[src/rtl/bootcopy_pkg.sv]
package bootcopy_pkg;
    localparam int unsigned REG_SRC    = 0;
    localparam int unsigned REG_DST    = 1;
    localparam int unsigned REG_CNT    = 2;
    localparam int unsigned REG_CTRL   = 3;
    localparam int unsigned REG_IPTR   = 4;
    localparam int unsigned REG_IBYTES = 5;
    localparam int unsigned REG_DPTR   = 6;
    localparam int unsigned REG_DBYTES = 7;

    localparam int unsigned CTRL_GO_BIT  = 0;
    localparam int unsigned CTRL_ARM_BIT = 1;

    typedef enum logic {
        ST_IDLE = 1'b0,
        ST_COPY = 1'b1
    } cp_state_e;
endpackage

[src/rtl/boot_sram.sv]
module boot_sram #(
    parameter int unsigned WORDS  = 32,
    parameter int unsigned DATA_W = 32,
    localparam int unsigned AW    = $clog2(WORDS)
) (
    input  logic              clk,
    input  logic              we,
    input  logic [AW-1:0]     waddr,
    input  logic [DATA_W-1:0] wdata,
    input  logic [AW-1:0]     raddr_a,
    output logic [DATA_W-1:0] rdata_a,
    input  logic [AW-1:0]     raddr_b,
    output logic [DATA_W-1:0] rdata_b
);
    // Retained storage: no reset on purpose.
    logic [DATA_W-1:0] mem_q [WORDS];

    always_ff @(posedge clk) begin
        if (we) begin
            mem_q[waddr] <= wdata;
        end
    end

    assign rdata_a = mem_q[raddr_a];
    assign rdata_b = mem_q[raddr_b];
endmodule

[src/rtl/copy_fsm.sv]
module copy_fsm
    import bootcopy_pkg::*;
#(
    parameter int unsigned SAW     = 5,
    parameter int unsigned IMEM_AW = 8,
    parameter int unsigned CNT_W   = 16
) (
    input  logic               clk,
    input  logic               rst_n,
    input  logic               go_i,
    input  logic [SAW-1:0]     src_i,
    input  logic [IMEM_AW-1:0] dst_i,
    input  logic [CNT_W-1:0]   cnt_i,
    output logic               busy_o,
    output logic [SAW-1:0]     sram_raddr_o,
    output logic               imem_we_o,
    output logic [IMEM_AW-1:0] imem_addr_o,
    output logic               launch_o
);
    typedef struct packed {
        cp_state_e        st;
        logic [CNT_W-1:0] idx;
        logic             launch;
    } fsm_t;

    fsm_t fsm_d, fsm_q;

    always_comb begin
        fsm_d        = fsm_q;
        fsm_d.launch = 1'b0;
        unique case (fsm_q.st)
            ST_IDLE: begin
                if (go_i) begin
                    if (cnt_i == '0) begin
                        fsm_d.launch = 1'b1;
                    end else begin
                        fsm_d.st  = ST_COPY;
                        fsm_d.idx = '0;
                    end
                end
            end
            ST_COPY: begin
                if (fsm_q.idx == cnt_i - CNT_W'(1)) begin
                    fsm_d.st     = ST_IDLE;
                    fsm_d.launch = 1'b1;
                end else begin
                    fsm_d.idx = fsm_q.idx + CNT_W'(1);
                end
            end
            default: fsm_d.st = ST_IDLE;
        endcase
    end

    always_ff @(posedge clk or negedge rst_n) begin
        if (!rst_n) begin
            fsm_q <= '{st: ST_IDLE, idx: '0, launch: 1'b0};
        end else begin
            fsm_q <= fsm_d;
        end
    end

    assign busy_o       = (fsm_q.st == ST_COPY);
    assign imem_we_o    = busy_o;
    assign sram_raddr_o = src_i + fsm_q.idx[SAW-1:0];
    assign imem_addr_o  = dst_i + fsm_q.idx[IMEM_AW-1:0];
    assign launch_o     = fsm_q.launch;
endmodule

[src/rtl/bootcopy_engine.sv]
module bootcopy_engine
    import bootcopy_pkg::*;
#(
    parameter int unsigned DATA_W     = 32,
    parameter int unsigned SRAM_WORDS = 32,
    parameter int unsigned IMEM_AW    = 8,
    parameter int unsigned REG_AW     = 12,
    parameter int unsigned CNT_W      = 16,
    parameter int unsigned WIN_BASE   = 256
) (
    input  logic               clk,
    input  logic               rst_n,
    input  logic               reg_wen,
    input  logic [REG_AW-1:0]  reg_addr,
    input  logic [DATA_W-1:0]  reg_wdata,
    output logic [DATA_W-1:0]  reg_rdata,
    input  logic               wake_i,
    output logic               imem_we_o,
    output logic [IMEM_AW-1:0] imem_addr_o,
    output logic [DATA_W-1:0]  imem_wdata_o,
    output logic               launch_o,
    output logic               err_o
);
    localparam int unsigned SAW = $clog2(SRAM_WORDS);

    typedef struct packed {
        logic [SAW-1:0]     src;
        logic [IMEM_AW-1:0] dst;
        logic [CNT_W-1:0]   cnt;
        logic               arm;
        logic [DATA_W-1:0]  iptr;
        logic [DATA_W-1:0]  ibytes;
        logic [DATA_W-1:0]  dptr;
        logic [DATA_W-1:0]  dbytes;
        logic               err;
    } regs_t;

    regs_t regs_d, regs_q;

    logic             busy;
    logic             win_hit;
    logic [SAW-1:0]   win_idx;
    logic [CNT_W:0]   span;
    logic             too_long;
    logic             host_go;
    logic             req;
    logic             go;
    logic             sram_we;
    logic [SAW-1:0]   copy_raddr;
    logic [DATA_W-1:0] win_rdata;

    assign win_hit  = (int'(reg_addr) >= int'(WIN_BASE)) &&
                      (int'(reg_addr) <  int'(WIN_BASE + SRAM_WORDS));
    assign win_idx  = SAW'(reg_addr - REG_AW'(WIN_BASE));
    assign span     = {1'b0, regs_q.cnt} + (CNT_W+1)'(regs_q.src);
    assign too_long = span > (CNT_W+1)'(SRAM_WORDS);
    assign host_go  = reg_wen && (int'(reg_addr) == int'(REG_CTRL)) &&
                      reg_wdata[CTRL_GO_BIT];
    assign req      = host_go || (wake_i && regs_q.arm);
    assign go       = req && !busy && !too_long;
    assign sram_we  = reg_wen && win_hit && !busy;

    always_comb begin
        regs_d     = regs_q;
        regs_d.err = (reg_wen && win_hit && busy) || (req && !busy && too_long);
        if (reg_wen) begin
            unique case (int'(reg_addr))
                REG_SRC:    if (!busy) regs_d.src = reg_wdata[SAW-1:0];
                REG_DST:    if (!busy) regs_d.dst = reg_wdata[IMEM_AW-1:0];
                REG_CNT:    if (!busy) regs_d.cnt = reg_wdata[CNT_W-1:0];
                REG_CTRL:   regs_d.arm    = reg_wdata[CTRL_ARM_BIT];
                REG_IPTR:   regs_d.iptr   = reg_wdata;
                REG_IBYTES: regs_d.ibytes = reg_wdata;
                REG_DPTR:   regs_d.dptr   = reg_wdata;
                REG_DBYTES: regs_d.dbytes = reg_wdata;
                default:    ;
            endcase
        end
    end

    always_ff @(posedge clk or negedge rst_n) begin
        if (!rst_n) begin
            regs_q <= '0;
        end else begin
            regs_q <= regs_d;
        end
    end

    always_comb begin
        reg_rdata = '0;
        if (win_hit) begin
            reg_rdata = win_rdata;
        end else begin
            unique case (int'(reg_addr))
                REG_SRC:    reg_rdata = DATA_W'(regs_q.src);
                REG_DST:    reg_rdata = DATA_W'(regs_q.dst);
                REG_CNT:    reg_rdata = DATA_W'(regs_q.cnt);
                REG_CTRL: begin
                    reg_rdata[CTRL_GO_BIT]  = busy;
                    reg_rdata[CTRL_ARM_BIT] = regs_q.arm;
                end
                REG_IPTR:   reg_rdata = regs_q.iptr;
                REG_IBYTES: reg_rdata = regs_q.ibytes;
                REG_DPTR:   reg_rdata = regs_q.dptr;
                REG_DBYTES: reg_rdata = regs_q.dbytes;
                default:    reg_rdata = '0;
            endcase
        end
    end

    boot_sram #(
        .WORDS  (SRAM_WORDS),
        .DATA_W (DATA_W)
    ) u_sram (
        .clk     (clk),
        .we      (sram_we),
        .waddr   (win_idx),
        .wdata   (reg_wdata),
        .raddr_a (win_idx),
        .rdata_a (win_rdata),
        .raddr_b (copy_raddr),
        .rdata_b (imem_wdata_o)
    );

    copy_fsm #(
        .SAW     (SAW),
        .IMEM_AW (IMEM_AW),
        .CNT_W   (CNT_W)
    ) u_fsm (
        .clk          (clk),
        .rst_n        (rst_n),
        .go_i         (go),
        .src_i        (regs_q.src),
        .dst_i        (regs_q.dst),
        .cnt_i        (regs_q.cnt),
        .busy_o       (busy),
        .sram_raddr_o (copy_raddr),
        .imem_we_o    (imem_we_o),
        .imem_addr_o  (imem_addr_o),
        .launch_o     (launch_o)
    );

    assign err_o = regs_q.err;
endmodule

[config.mk]
export PLATFORM = sky130hd
export DESIGN_NAME = bootcopy_engine
export DESIGN_NICKNAME = d
export VERILOG_FILES = /design/src/rtl/bootcopy_pkg.sv /design/src/rtl/boot_sram.sv /design/src/rtl/copy_fsm.sv /design/src/rtl/bootcopy_engine.sv
export SDC_FILE = /design/constraint.sdc
export NUM_CORES = 2
export LEC_CHECK = 0
export ABC_AREA = 1
export BUFFER_PORTS_ARGS = -buffer_cell sky130_fd_sc_hd__buf_2
export CORE_ASPECT_RATIO = 1.5
export CORE_MARGIN = 1
export CORE_UTILIZATION = 45
export CTS_BUF_LIST = sky130_fd_sc_hd__clkbuf_16
export CTS_CLUSTER_SIZE = 40
export DETAILED_ROUTE_END_ITERATION = 8
export GPL_ROUTABILITY_DRIVEN = 0
export GPL_TIMING_DRIVEN = 1
export SLEW_MARGIN = 15
export SYNTH_ARGS = -nofsm -noshare
export SYNTH_HDL_FRONTEND = slang
export SYNTH_SLANG_ARGS = --single-unit
[constraint.sdc]
create_clock -name clk -period 8.5 [get_ports clk]
set_clock_uncertainty 0.05 [all_clocks]
set_input_delay 0.85 -clock clk [delete_from_list [all_inputs] [get_ports clk]]
set_output_delay 0.85 -clock clk [all_outputs]
set_load 0.005 [all_outputs]
==> qor.yml <==
clocking:
  cts_setup_buffers: 0
  postCtsHoldBufs: 0
  cts_root_buf: "clkbuf_16"
  htree_levels: 3
  insertion_delay_ps: 770
  cts_resized: 0
  path_clk_slew_ps: 60
  cts_tree: "built"
  cts_buffers: 114
  clk_path_buf_depth: 3
  clock_sinks: 1201
global_routing:
  grt_usage_pct: 32.4
  grt_overflow: 0
  grt_pass1_vias: 45624
  grt_max_degree: 245
  antenna_found_initial: 13
  grt_pass1_wl_mm: 305
sta:
  maxSlewHeadroom_pct: 17.9
  maxSlewViolCount: 0
  worst_pin_slew_ps: 1230
  fmax_mhz: 164
  fin_crit_sh_pct: 71.8
  hold_viol: 0
  setup_viol: 0
  fin_setup_tns_ps: 0
  rsz0062_at_grt: "no"
  fin_crit_ps: 6110
  fin_ws_ps: 2390
routing:
  dr_total_vias: 47372
  wl_per_cell_um: 28.9
  drt_iter0_markers: 6361
  ant_nets: 0
  finalWirelength_mm: 213
  drc: 0
  dr.pass1.iters: 6
  vias_per_cell: 6.44
cells_and_area:
  syn_to_final_growth_pct: 10.2
  nets: 5627
  final_common_cell: "edfxtp_1"
  design_area_sq_mm: 0.0635
  final_cell_mix: "1024 x edfxtp_1, 863 x nand2_1, 731 x o21ai_0, 479 x nor2_1, 395 x inv_1"
  drive_above_1_share_pct: 8.36
floorplan:
  num_io_pins: 123
  die_area_sq_mm: 0.130
  core_area_sq_mm: 0.127
  die_h_um: 440
  die_x_um: 294
  start_util_pct: 45.4
  row_count: 160
placement:
  numPortBuffers: 122
  pre_cts_ws_ps: 3100
  dpl.hpwl_mm: 117
  place_area_sq_mm: 0.0597
power:
  power_leakage_uw: 0.0225
  p_per_area_mw_per_mm2: 192
  ir_drop_mv: 0.179
job:
  cap_violations: 0
run_status:
  status: "finished, final reports clean"
setup_path:
  crit_path_end_kind: "primary output"
  critical_path.max_fanout: 83
  worstPathArrival_ps: 5210
  worstSetupStartpointType: "flop"
  required_ps: 7600
  reg2reg_slack_ps: 4730
  critPathKind: "reg -> out"
synth:
  syn_inst: 5664
  synth.avg_cell_area_sq_um: 10.2
  ys.flop_type: "edfxtp_1"
  synth_edf_count: 1024
  synthesis.nets: 5733
  synth.cell_area_sq_mm: 0.0577
  yosys_warnings: 0
  seq_area_frac_synth_pct: 61.0
  async_flop_share_pct: 14.7
  ys_types: 56
  ys_ff_latch: 1201
worst_hold_path:
  min_path_type: "in -> async"
power breakdown:
| group | switching, uW | internal, uW |
|---|---|---|
| clock network | 2350 | 2910 |
| logic | 414 | 112 |
| registers | 1.54 | 6400 |
| total | 2770 | 9420 |
per-layer routing:
layer	up-vias	track usage, %	wire (um)	share of wire (%)
met5	-	0	41	0.019
met1	23188	40.3	78400	37
met3	720	6.01	21200	10
li1	20433	-	-	-
met4	6	19.1	13100	6.2
met2	3025	52.7	100000	47
Yosys cell counts, types with 36 or more instances:
library cell	number	area (sq um)
a221oi_1	64	561
buf_1	39	146
edfxtp_1	1024	30700
inv_1	372	1400
o21ai_1	52	260
clkbuf_1	270	1010
nand3_1	216	1080
o2111ai_1	106	928
a22oi_1	169	1270
o211ai_1	174	1310
dfrtp_1	177	4430
buf_2	107	536
a22o_1	36	315
o221ai_1	38	333
o21ai_0	731	3660
a21oi_1	376	1880
nand2_1	865	3250
nor2_1	512	1920
o22ai_1	63	394
state kept, by name (all words and copies together) (netlist names):
signal,count
u_fsm.fsm_q,16
u_fsm.busy_o,1
u_fsm.launch_o,1
err_o,1
u_sram.mem_q,1024
regs_q,158
through the flow:
stage	cells	power, uW	util [%]	hold slack, ps
finish	7361	12200	50.1	161
global route	7357	12500	50.1	241
CTS	7356	12200	50.1	182
detailed placement	7143	7030	47.1	423
global placement	7143	7030	47.1	415
floorplan	5664	6760	-	403
worst paths after layout:
path / start / to / depth (start not counted)
setup / recovery: u_fsm.fsm_q[1]$_DFFE_PN0P_ / imem_wdata_o[14] / 10
hold / removal: rst_n / regs_q[127]$_DFFE_PN0P_ / 1
setup reg to reg: u_fsm.busy_o$_DFF_PN0_ / u_sram.mem_q[31][7]$_DFFE_PP_ / 5
hold reg to reg: regs_q[13]$_DFFE_PN0P_ / regs_q[13]$_DFFE_PN0P_ / 2
max in group asynchronous: rst_n / u_fsm.fsm_q[8]$_DFFE_PN0P_ / 2
min in group clk: regs_q[13]$_DFFE_PN0P_ / regs_q[13]$_DFFE_PN0P_ / 2
kinds of logic after synthesis:
logic type      Yosys count  share of synthesized area, %
flops                  1201                          61.0
simple gates           1676                          11.9
compound gates         1924                          20.5
fa+ha+maj                21                         0.495
buf+inv                 812                          5.62
xor+xnor                 30                         0.482
critical path, stage by stage, from the launching register on:
cell and delay, ps:
dfrtp_1 480, ha_4 210, fa_4 1230, buf_4 890, o21ai_0 230, o221ai_1 250, o21ai_0 200, nor2_1 140
nor2_1 70, a31oi_1 430, buf_2 220
layout make-up:
cell class / count / area (sq um)
fillers: 11372 / 63400
flip-flops and latches: 1201 / 35200
multi-input cells: 3651 / 19600
clock buffers: 116 / 2900
well taps: 1701 / 2130
inverters: 385 / 1480
repair buffers: 205 / 1370
clock inverters: 97 / 903
diodes: 5 / 12.5
No activity file was read; power rests on OpenSTA's default activity.
